==> src/rtl/flagpin_pkg.sv <==
package flagpin_pkg;

    localparam int REG_DW      = 16;
    localparam int REG_AW      = 2;
    localparam int ALT_BIT     = 10;  // mode bit inside the system control word
    localparam int FO_STAT_BIT = 0;   // position of output 0 in the status word

    // 2-bit per-flag action code
    typedef enum logic [1:0] {
        FACT_KEEP = 2'b00,
        FACT_SET  = 2'b01,
        FACT_CLR  = 2'b10,
        FACT_TGL  = 2'b11
    } fact_e;

    typedef enum logic [REG_AW-1:0] {
        RA_SYSCTL = 2'd0,
        RA_STAT   = 2'd1,
        RA_PFDIR  = 2'd2,
        RA_PFDATA = 2'd3
    } raddr_e;

    typedef struct packed {
        logic              we;
        raddr_e            addr;
        logic [REG_DW-1:0] wdata;
    } bus_req_t;

    function automatic logic apply_act(input fact_e act, input logic cur);
        case (act)
            FACT_SET: return 1'b1;
            FACT_CLR: return 1'b0;
            FACT_TGL: return ~cur;
            default:  return cur;
        endcase
    endfunction

endpackage

==> src/rtl/flag_sync.sv <==
module flag_sync #(
    parameter int W      = 1,
    parameter int STAGES = 2
) (
    input  logic         clk,
    input  logic         rst,
    input  logic [W-1:0] d_i,
    output logic [W-1:0] q_o
);
    logic [W-1:0] stg [STAGES];

    for (genvar s = 0; s < STAGES; s++) begin : g_stage
        if (s == 0) begin : g_first
            always_ff @(posedge clk) begin
                if (rst) stg[s] <= '0;
                else     stg[s] <= d_i;
            end
        end else begin : g_next
            always_ff @(posedge clk) begin
                if (rst) stg[s] <= '0;
                else     stg[s] <= stg[s-1];
            end
        end
    end

    assign q_o = stg[STAGES-1];
endmodule

==> src/rtl/flag_out_unit.sv <==
module flag_out_unit
    import flagpin_pkg::*;
#(
    parameter int NUM_FLO = 4
) (
    input  logic                 clk,
    input  logic                 rst,
    input  logic                 op_go_i,
    input  logic [2*NUM_FLO-1:0] act_i,
    output logic [NUM_FLO-1:0]   flags_o
);
    // Output 0: no reset term, it survives reset
    logic  fo_q;
    fact_e fo_code;
    assign fo_code = fact_e'(act_i[1:0]);

    always_ff @(posedge clk) begin
        if (!rst && op_go_i) fo_q <= apply_act(fo_code, fo_q);
    end
    assign flags_o[0] = fo_q;

    // Outputs 1..NUM_FLO-1: reset to 1, conditional action
    for (genvar i = 1; i < NUM_FLO; i++) begin : g_fl
        logic  q;
        fact_e code;
        assign code = fact_e'(act_i[2*i +: 2]);
        always_ff @(posedge clk) begin
            if (rst)          q <= 1'b1;
            else if (op_go_i) q <= apply_act(code, q);
        end
        assign flags_o[i] = q;
    end
endmodule

==> src/rtl/pf_bank.sv <==
module pf_bank #(
    parameter int NUM_PF      = 8,
    parameter int SYNC_STAGES = 2
) (
    input  logic              clk,
    input  logic              rst,
    input  logic              dir_we_i,
    input  logic              dat_we_i,
    input  logic [NUM_PF-1:0] wdata_i,
    input  logic [NUM_PF-1:0] pin_i,
    output logic [NUM_PF-1:0] dir_o,
    output logic [NUM_PF-1:0] lat_o,
    output logic [NUM_PF-1:0] rd_o
);
    logic [NUM_PF-1:0] dir_q, lat_q, pin_s;

    flag_sync #(.W(NUM_PF), .STAGES(SYNC_STAGES)) u_sync (
        .clk(clk), .rst(rst), .d_i(pin_i), .q_o(pin_s)
    );

    always_ff @(posedge clk) begin
        if (rst) begin
            dir_q <= '0;                       // all inputs
            lat_q <= '0;
        end else begin
            if (dir_we_i) dir_q <= wdata_i;
            if (dat_we_i) lat_q <= wdata_i;    // regardless of direction
        end
    end

    for (genvar i = 0; i < NUM_PF; i++) begin : g_rd
        assign rd_o[i] = dir_q[i] ? lat_q[i] : pin_s[i];
    end

    assign dir_o = dir_q;
    assign lat_o = lat_q;
endmodule

==> src/rtl/flagpin_ctrl.sv <==
module flagpin_ctrl
    import flagpin_pkg::*;
#(
    parameter int NUM_FLO     = 4,
    parameter int NUM_PF      = 8,
    parameter int SYNC_STAGES = 2
) (
    input  logic                 clk,
    input  logic                 rst,
    input  logic                 fi_pin_i,
    input  logic                 mod_strobe_i,
    input  logic                 cond_true_i,
    input  logic                 ce_eval_i,
    input  logic [2*NUM_FLO-1:0] flag_act_i,
    input  logic                 bus_we_i,
    input  logic [REG_AW-1:0]    bus_addr_i,
    input  logic [REG_DW-1:0]    bus_wdata_i,
    input  logic [NUM_PF-1:0]    pf_pin_i,
    output logic [NUM_FLO-1:0]   flag_out_o,
    output logic                 flag_in_o,
    output logic                 br_flag_in_o,
    output logic                 br_not_flag_in_o,
    output logic                 lc_dec_o,
    output logic                 alt_mode_o,
    output logic [NUM_PF-1:0]    pf_oe_o,
    output logic [NUM_PF-1:0]    pf_out_o,
    output logic [REG_DW-1:0]    bus_rdata_o
);
    bus_req_t          req;
    logic [REG_DW-1:0] sys_q;
    logic              fi_s, fin_q;
    logic [NUM_PF-1:0] pf_dir, pf_lat, pf_rd;

    assign req = '{we: bus_we_i, addr: raddr_e'(bus_addr_i), wdata: bus_wdata_i};

    // system control word, bit ALT_BIT selects pin function
    always_ff @(posedge clk) begin
        if (rst)                              sys_q <= '0;
        else if (req.we && req.addr == RA_SYSCTL) sys_q <= req.wdata;
    end
    assign alt_mode_o = sys_q[ALT_BIT];

    // flag input capture
    flag_sync #(.W(1), .STAGES(SYNC_STAGES)) u_fi_sync (
        .clk(clk), .rst(rst), .d_i(fi_pin_i), .q_o(fi_s)
    );

    always_ff @(posedge clk) begin
        if (rst)             fin_q <= 1'b0;
        else if (alt_mode_o) fin_q <= fi_s;
    end
    assign flag_in_o        = fin_q;
    assign br_flag_in_o     = fin_q;
    assign br_not_flag_in_o = ~fin_q;

    // counter-expired evaluated by modify-flag must not decrement
    assign lc_dec_o = ce_eval_i & ~mod_strobe_i;

    flag_out_unit #(.NUM_FLO(NUM_FLO)) u_flo (
        .clk     (clk),
        .rst     (rst),
        .op_go_i (mod_strobe_i & cond_true_i),
        .act_i   (flag_act_i),
        .flags_o (flag_out_o)
    );

    pf_bank #(.NUM_PF(NUM_PF), .SYNC_STAGES(SYNC_STAGES)) u_pf (
        .clk      (clk),
        .rst      (rst),
        .dir_we_i (req.we && req.addr == RA_PFDIR),
        .dat_we_i (req.we && req.addr == RA_PFDATA),
        .wdata_i  (req.wdata[NUM_PF-1:0]),
        .pin_i    (pf_pin_i),
        .dir_o    (pf_dir),
        .lat_o    (pf_lat),
        .rd_o     (pf_rd)
    );
    assign pf_oe_o  = pf_dir;
    assign pf_out_o = pf_lat;

    // read multiplexer
    always_comb begin
        bus_rdata_o = '0;
        case (req.addr)
            RA_SYSCTL: bus_rdata_o = sys_q;
            RA_STAT:   bus_rdata_o[FO_STAT_BIT] = flag_out_o[0];
            RA_PFDIR:  bus_rdata_o[NUM_PF-1:0] = pf_dir;
            RA_PFDATA: bus_rdata_o[NUM_PF-1:0] = pf_rd;
            default:   bus_rdata_o = '0;
        endcase
    end
endmodule

==> config.mk <==
export PLATFORM = sky130hd
export DESIGN_NAME = flagpin_ctrl
export DESIGN_NICKNAME = d
export VERILOG_FILES = /design/src/rtl/flagpin_pkg.sv /design/src/rtl/flag_sync.sv /design/src/rtl/flag_out_unit.sv /design/src/rtl/pf_bank.sv /design/src/rtl/flagpin_ctrl.sv
export SDC_FILE = /design/constraint.sdc
export NUM_CORES = 1
export LEC_CHECK = 0
export BUFFER_PORTS_ARGS = -buffer_cell sky130_fd_sc_hd__buf_2
export CORE_AREA = 2 2 53 91
export DETAILED_ROUTE_END_ITERATION = 10
export DIE_AREA = 0 0 55 93
export GPL_TIMING_DRIVEN = 0
export PLACE_DENSITY = 0.81
export SLEW_MARGIN = 25
export SYNTH_ARGS = -nofsm -noshare
export SYNTH_HDL_FRONTEND = slang
export SYNTH_SLANG_ARGS = --single-unit
==> constraint.sdc <==
create_clock -name clk -period 1.9 [get_ports clk]
set_input_delay 0.38 -clock clk [delete_from_list [all_inputs] [get_ports clk]]
set_output_delay 0.38 -clock clk [all_outputs]
set_load 0.05 [all_outputs]
==> results of run 1 <==
==> where the power goes <==
| group | switching, mW | internal, mW | total [mW] |
|---|---|---|---|
| logic | 0.215 | 0.128 | 0.343 |
| clock network | 0.342 | 0.255 | 0.597 |
| registers | 0.0220 | 1.20 | 1.22 |
==> worst max-delay path, delay by kind of cell (launching register included) <==
kind | cells | cell delay, ps
muxes | 2 | 790
DFF | 1 | 350
buffers and inverters | 1 | 170
==> repair_timing <==
action,4_1_cts,5_1_grt
endpoints found under the hold margin,0,0
gates resized for setup,9,9
setup endpoints to repair,15,7
setup buffers,1,1
==> cell families after synthesis <==
| group | share of synthesized area, % |
|---|---|
| simple gates | 19.9 |
| flops | 50.8 |
| compound gates | 12.2 |
| buf+inv | 7.67 |
| mux | 9.33 |
==> metrics by stage <==
stage / instance area, µm² / utilization (%)
2_1_floorplan: 2190 / -
3_3_place_gp: 2650 / 60.2
3_5_place_dp: 2650 / 60.2
4_1_cts: 2760 / 62.8
5_1_grt: 2790 / 63.4
6_report: 2790 / 63.4
==> final cells by class <==
class	instances	area, µm²
fillers	406	1610
inverters	9	33.8
clock buffers	7	76.3
multi-input cells	150	918
flip-flops and latches	55	1110
well taps	51	63.8
plain buffers	19	143
repair buffers	82	445
==> cell usage after synthesis (all sizes together) <==
| cell type | number |
|---|---|
| o21ai | 2 |
| a31oi | 13 |
| clkbuf | 6 |
| nor2b | 19 |
| mux4 | 1 |
| buf | 13 |
| nor3b | 1 |
| inv | 9 |
| edfxtp | 1 |
| or3b | 1 |
| nand3b | 1 |
| a21oi | 23 |
| a22o | 7 |
| dfxtp | 54 |
| mux2i | 17 |
| or2 | 3 |
| mux2 | 1 |
| and2 | 9 |
| nand3 | 1 |
| nor2 | 19 |
| nand2 | 32 |
==> metal layers <==
layer / track usage [%] / vias to the layer above
met2: 39.3 / 43
met1: 22.5 / 871
met3: 3.19 / 7
met5: 0 / -
li1: - / 944
met4: 7.32 / 0
==> sequential cells by signal (all words and copies together), names as in the netlist <==
| name | flops |
|---|---|
| br_flag_in_o | 1 |
| sys_q | 16 |
| u_fi_sync.stg | 2 |
| u_flo.fo_q | 1 |
| u_flo.g_fl.q | 3 |
| u_pf.dir_o | 8 |
| u_pf.lat_o | 8 |
| u_pf.u_sync.stg | 16 |
==> how the worst max path moves through the flow <==
stage | startpoint | to | slack [ps]
floorplan | u_pf.dir_o[0] | bus_rdata_o[0] | 50
global placement | bus_addr_i[0] | bus_rdata_o[5] | -210
detailed placement | bus_addr_i[0] | bus_rdata_o[5] | -260
CTS | u_pf.dir_o[0] | bus_rdata_o[0] | -100
global route | u_pf.dir_o[0] | bus_rdata_o[0] | -110
finish | u_pf.dir_o[0] | bus_rdata_o[0] | -90
==> flow_summary.yaml, run 1 <==
run_status:
  status: "finished with violations"
  violations: "negative setup slack"
critical_path:
  arrival_ps: 1610
  crit_slowest_cell: "mux4_2"
  cp.required_ps: 1520
  crit_path_max_fanout: 2
  r2r_end: "u_flo.g_fl[3].q"
  worst_setup_path_end_kind: "primary output"
  reg2reg_depth: 3
  crit_chain: "mux2_4 -> mux4_2 -> buf_8"
  startpoint_type: "flip-flop"
  path_class: "flip-flop to primary output"
  regToRegStartpoint: "u_flo.g_fl[3].q"
  r2r_setup_slack_ps: 940
  cpPeakStageDelay_ps: 500
detailed_routing:
  routed_wl_um: 4950
  wl_met3_um: 235
  drtIter0Drc: 30
  top_layer_used: "met4"
  vias: 1865
  remaining_drc_errors: 0
  vias_per_cell: 5.00
  detail_route.wl_per_cell_um: 13.3
  wl_met2_um: 2830
  wl_met1_um: 1790
  antenna_left: 0
  drt_first_pass_iters: 4
clocking:
  clkSlewWorstSetupHoldPaths_ps: 90
  cts_buffers: 5
  cts_max_level: 2
  ctsHoldBuffers: 0
  clk_path_buf_depth: 2
  cts.sinks: 55
  cts_tree: "built"
  cts_root_buf: "clkbuf_8"
  clkLatencyLatePin_ps: 300
timing:
  fin_crit_sh_pct: 105
  holdWs_ps: 282
  rsz0062_at_grt: "true"
  fin_skew_ps: 2.96
  maxSlewHeadroom_pct: 65.5
  final.setup.tns_ps: -87.4
  fin_ws_ps: -87.4
  drv_slew: 0
  finalHoldViolations: 0
  finalSetupViolCount: 1
  finalCriticalPeriod_ps: 1990
  worst_pin_slew_ps: 518
  fmax_mhz: 503
synthesis:
  synthCells: 233
  synth_cell_types: 27
  yosys_warnings: 0
  synth_nets: 274
  yosys-top-cells-area: "dfxtp_1 (49%), mux2i_1 (7.8%), nor2b_1 (5.4%), a21oi_1 (5.3%), nand2_1 (5.2%)"
  synth.avg_cell_area_um2: 9.38
  yosysTopAreaCell: "dfxtp_1"
  yosysSeqAreaShare_pct: 50.8
  ys_ff_latch: 55
  synthDominantCellAreaShare_pct: 49.5
  synth_area_um2: 2190
finish:
  instances_no_fill: 373
  n_antenna_cell: 0
  nets: 363
  drive_above_1_share_pct: 34.5
  mostFrequentLayoutCells: "buf_2 (71), dfxtp_1 (53), nand2_1 (30), a21oi_1 (23), nor2b_1 (19)"
  syn2layout_area_growth_pct: 27.8
  final_common_cell: "buf_2"
floorplan:
  num_io_pins: 82
  start_util_pct: 49.6
  dieArea_um2: 5120
  coreArea_um2: 4400
  core.rowCount: 32
  die_x_um: 55
  die_h_um: 93
job:
  maxCapViolations: 0
power_and_ir_drop:
  power_density_nw_per_um2: 774
  total_power_mw: 2.16
  power.static_leakage_nw: 1.33
  ir_drop_uv: 611
place:
  dpl.cell_count: 364
  routabilityCongestion: 0.751
  port_buffers: 80
  dp_hpwl_um: 3700
  dpl_worst_slack_ps: -257
global_routing:
  track_usage_pct: 21.1
  grt_pass1_wl_um: 7910
  first_global_vias: 1805
  antenna_found_initial: 0
  grt_max_degree: 16
  grt_overflow: 0
hold_path:
  min-delay-start: "pf_pin_i[0]"
  holdPathEnd: "u_pf.u_sync.stg[0][0]"
  hold_class: "input port to flip-flop"
  worstHoldPathCells: 2
No activity file was read; power rests on OpenSTA's default activity.
==> run 2: changes to the inputs <==
Settings changed: REMOVE_ABC_BUFFERS from default to 1, TNS_END_PERCENT from default to 5.
==> flow_summary.yaml, run 2 (synthesis results as in run 1) <==
clocking:
  cts.sinks: 55
  cts_buffers: 5
  clkLatencyLatePin_ps: 300
  cts_max_level: 2
  post_cts_buffers: 0
  ctsHoldBuffers: 0
  clk_path_buf_depth: 2
  cts_tree: "built"
  clkSlewWorstSetupHoldPaths_ps: 90
  cts_root_buf: "clkbuf_8"
finish:
  n_antenna_cell: 0
  fillers: 439
  nets: 343
  drive_above_1_share_pct: 32.5
  top_regs: "sys_q (16), u_pf.u_sync.stg (16)"
  regArea_um2: 1110
  instances_no_fill: 353
  finalInstanceArea_um2: 2630
  mostFrequentLayoutCells: "buf_2 (79), dfxtp_1 (53), nand2_1 (30), a21oi_1 (23), nor2b_1 (19)"
  final_common_cell: "buf_2"
  multi_input_area_um2: 918
  syn2layout_area_growth_pct: 20.3
critical_path:
  crit_path_max_fanout: 4
  crit_chain: "mux2_4 -> mux4_2 -> buf_8"
  r2r_setup_slack_ps: 990
  cp_num_buf_inv: 1
  cp.depth: 3
  startpoint_type: "flip-flop"
  crit_path_end: "bus_rdata_o[0]"
  path_class: "flip-flop to primary output"
  arrival_ps: 1630
  worst_setup_path_end_kind: "primary output"
  critical_path.top_delay_family: "multiplexers"
  reg2reg_depth: 3
  crit_start: "u_pf.dir_o[0]"
  cpPeakStageDelay_ps: 490
  regToRegStartpoint: "u_flo.g_fl[2].q"
  cp.required_ps: 1520
  r2r_end: "u_flo.g_fl[2].q"
  crit_slowest_cell: "mux4_2"
detailed_routing:
  routed_wl_um: 4460
  vias_per_cell: 4.92
  drtIter0Drc: 26
  antenna_left: 0
  remaining_drc_errors: 0
  drt_first_pass_iters: 4
  vias: 1735
  detail_route.wl_per_cell_um: 12.6
timing:
  fin_crit_sh_pct: 106
  finalSetupViolCount: 1
  worst_pin_slew_ps: 932
  fin_ws_ps: -106
  fin_skew_ps: 5.37
  rsz0062_at_grt: "true"
  fmax_mhz: 499
  maxSlewHeadroom_pct: 37.8
  finalCriticalPeriod_ps: 2010
  drv_slew: 0
  final.setup.tns_ps: -106
  finalHoldViolations: 0
power_and_ir_drop:
  pwr-share-clk_pct: 28.1
  pwr-share-seq_pct: 57.4
  p_sw_uw: 569
  power_frac_comb_pct: 14.5
  swShare_pct: 26.8
  power.static_leakage_nw: 1.25
  power_density_nw_per_um2: 810
  p_int_mw: 1.56
  ir_drop_uv: 551
floorplan:
  die_h_um: 93
  coreArea_um2: 4400
  start_util_pct: 49.6
  dieArea_um2: 5120
  die_x_um: 55
  core.rowCount: 32
  num_io_pins: 82
place:
  port_buffers: 81
  dp_hpwl_um: 3140
  post_dp_cell_area_um2: 2520
  dpl.cell_count: 346
  routabilityCongestion: 0.690
job:
  maxCapViolations: 0
global_routing:
  grt_overflow: 0
  grt_pass1_wl_um: 6690
  grt_max_degree: 56
  antenna_found_initial: 0
  track_usage_pct: 17.8
  first_global_vias: 1574
hold_path:
  hold_class: "input port to flip-flop"
run_status:
  status: "finished with violations"
  violations: "negative setup slack"
## run 2: power by group through the flow
stage | Clock [mW] | Combinational [mW] | Sequential (mW)
after global routing | 0.660 | 0.335 | 1.23
after global placement | 0 | 0.302 | 1.25
final | 0.598 | 0.309 | 1.22
after floorplan | 0 | 0.131 | 1.30
after detailed placement | 0 | 0.307 | 1.25
after CTS | 0.619 | 0.311 | 1.22
## run 2: worst min path at each step
stage	from	to	slack, ps	cells after the start
global placement	u_pf.u_sync.stg[0][5]	u_pf.u_sync.stg[1][5]	420	1
global route	pf_pin_i[2]	u_pf.u_sync.stg[0][2]	280	2
detailed placement	u_pf.u_sync.stg[0][3]	u_pf.u_sync.stg[1][3]	420	1
CTS	pf_pin_i[0]	u_pf.u_sync.stg[0][0]	280	2
finish	pf_pin_i[0]	u_pf.u_sync.stg[0][0]	290	2
floorplan	u_fi_sync.stg[0]	u_fi_sync.stg[1]	410	1
## run 2: layer usage
layer / global-route usage, % / share of wire (%) / wire length, µm / vias to the layer above
met5: 0 / 0 / 0 / -
met4: 5.49 / 1.1 / 48 / 0
met3: 3.67 / 5.4 / 240 / 4
met2: 33.9 / 54 / 2420 / 46
met1: 17.9 / 39 / 1740 / 783
li1: - / - / - / 902
## run 2: final cells by class
cell class / count / area share [%]
Timing Repair Buffer: 81 / 15.9
Clock buffer: 6 / 2.76
Inverter: 9 / 1.29
Tap cell: 51 / 2.43
Multi-Input combinational cell: 150 / 34.9
Clock inverter: 1 / 0.286
Sequential cell: 55 / 42.4
## run 2: what timing repair did
action,CTS,global route
pin swaps,0,1
resized for setup,5,4
endpoints found under the setup margin,16,10
## run 2: metrics by stage
| stage | worst slack, ps | power, mW | utilization, % | hold WS [ps] |
|---|---|---|---|---|
| 2_1_floorplan | -132 | 1.43 | - | 414 |
| 3_3_place_gp | -444 | 1.55 | 57.2 | 416 |
| 3_5_place_dp | -445 | 1.56 | 57.2 | 420 |
| 4_1_cts | -143 | 2.15 | 59.4 | 281 |
| 5_1_grt | -154 | 2.22 | 59.7 | 284 |
| 6_report | -106 | 2.13 | 59.7 | 286 |
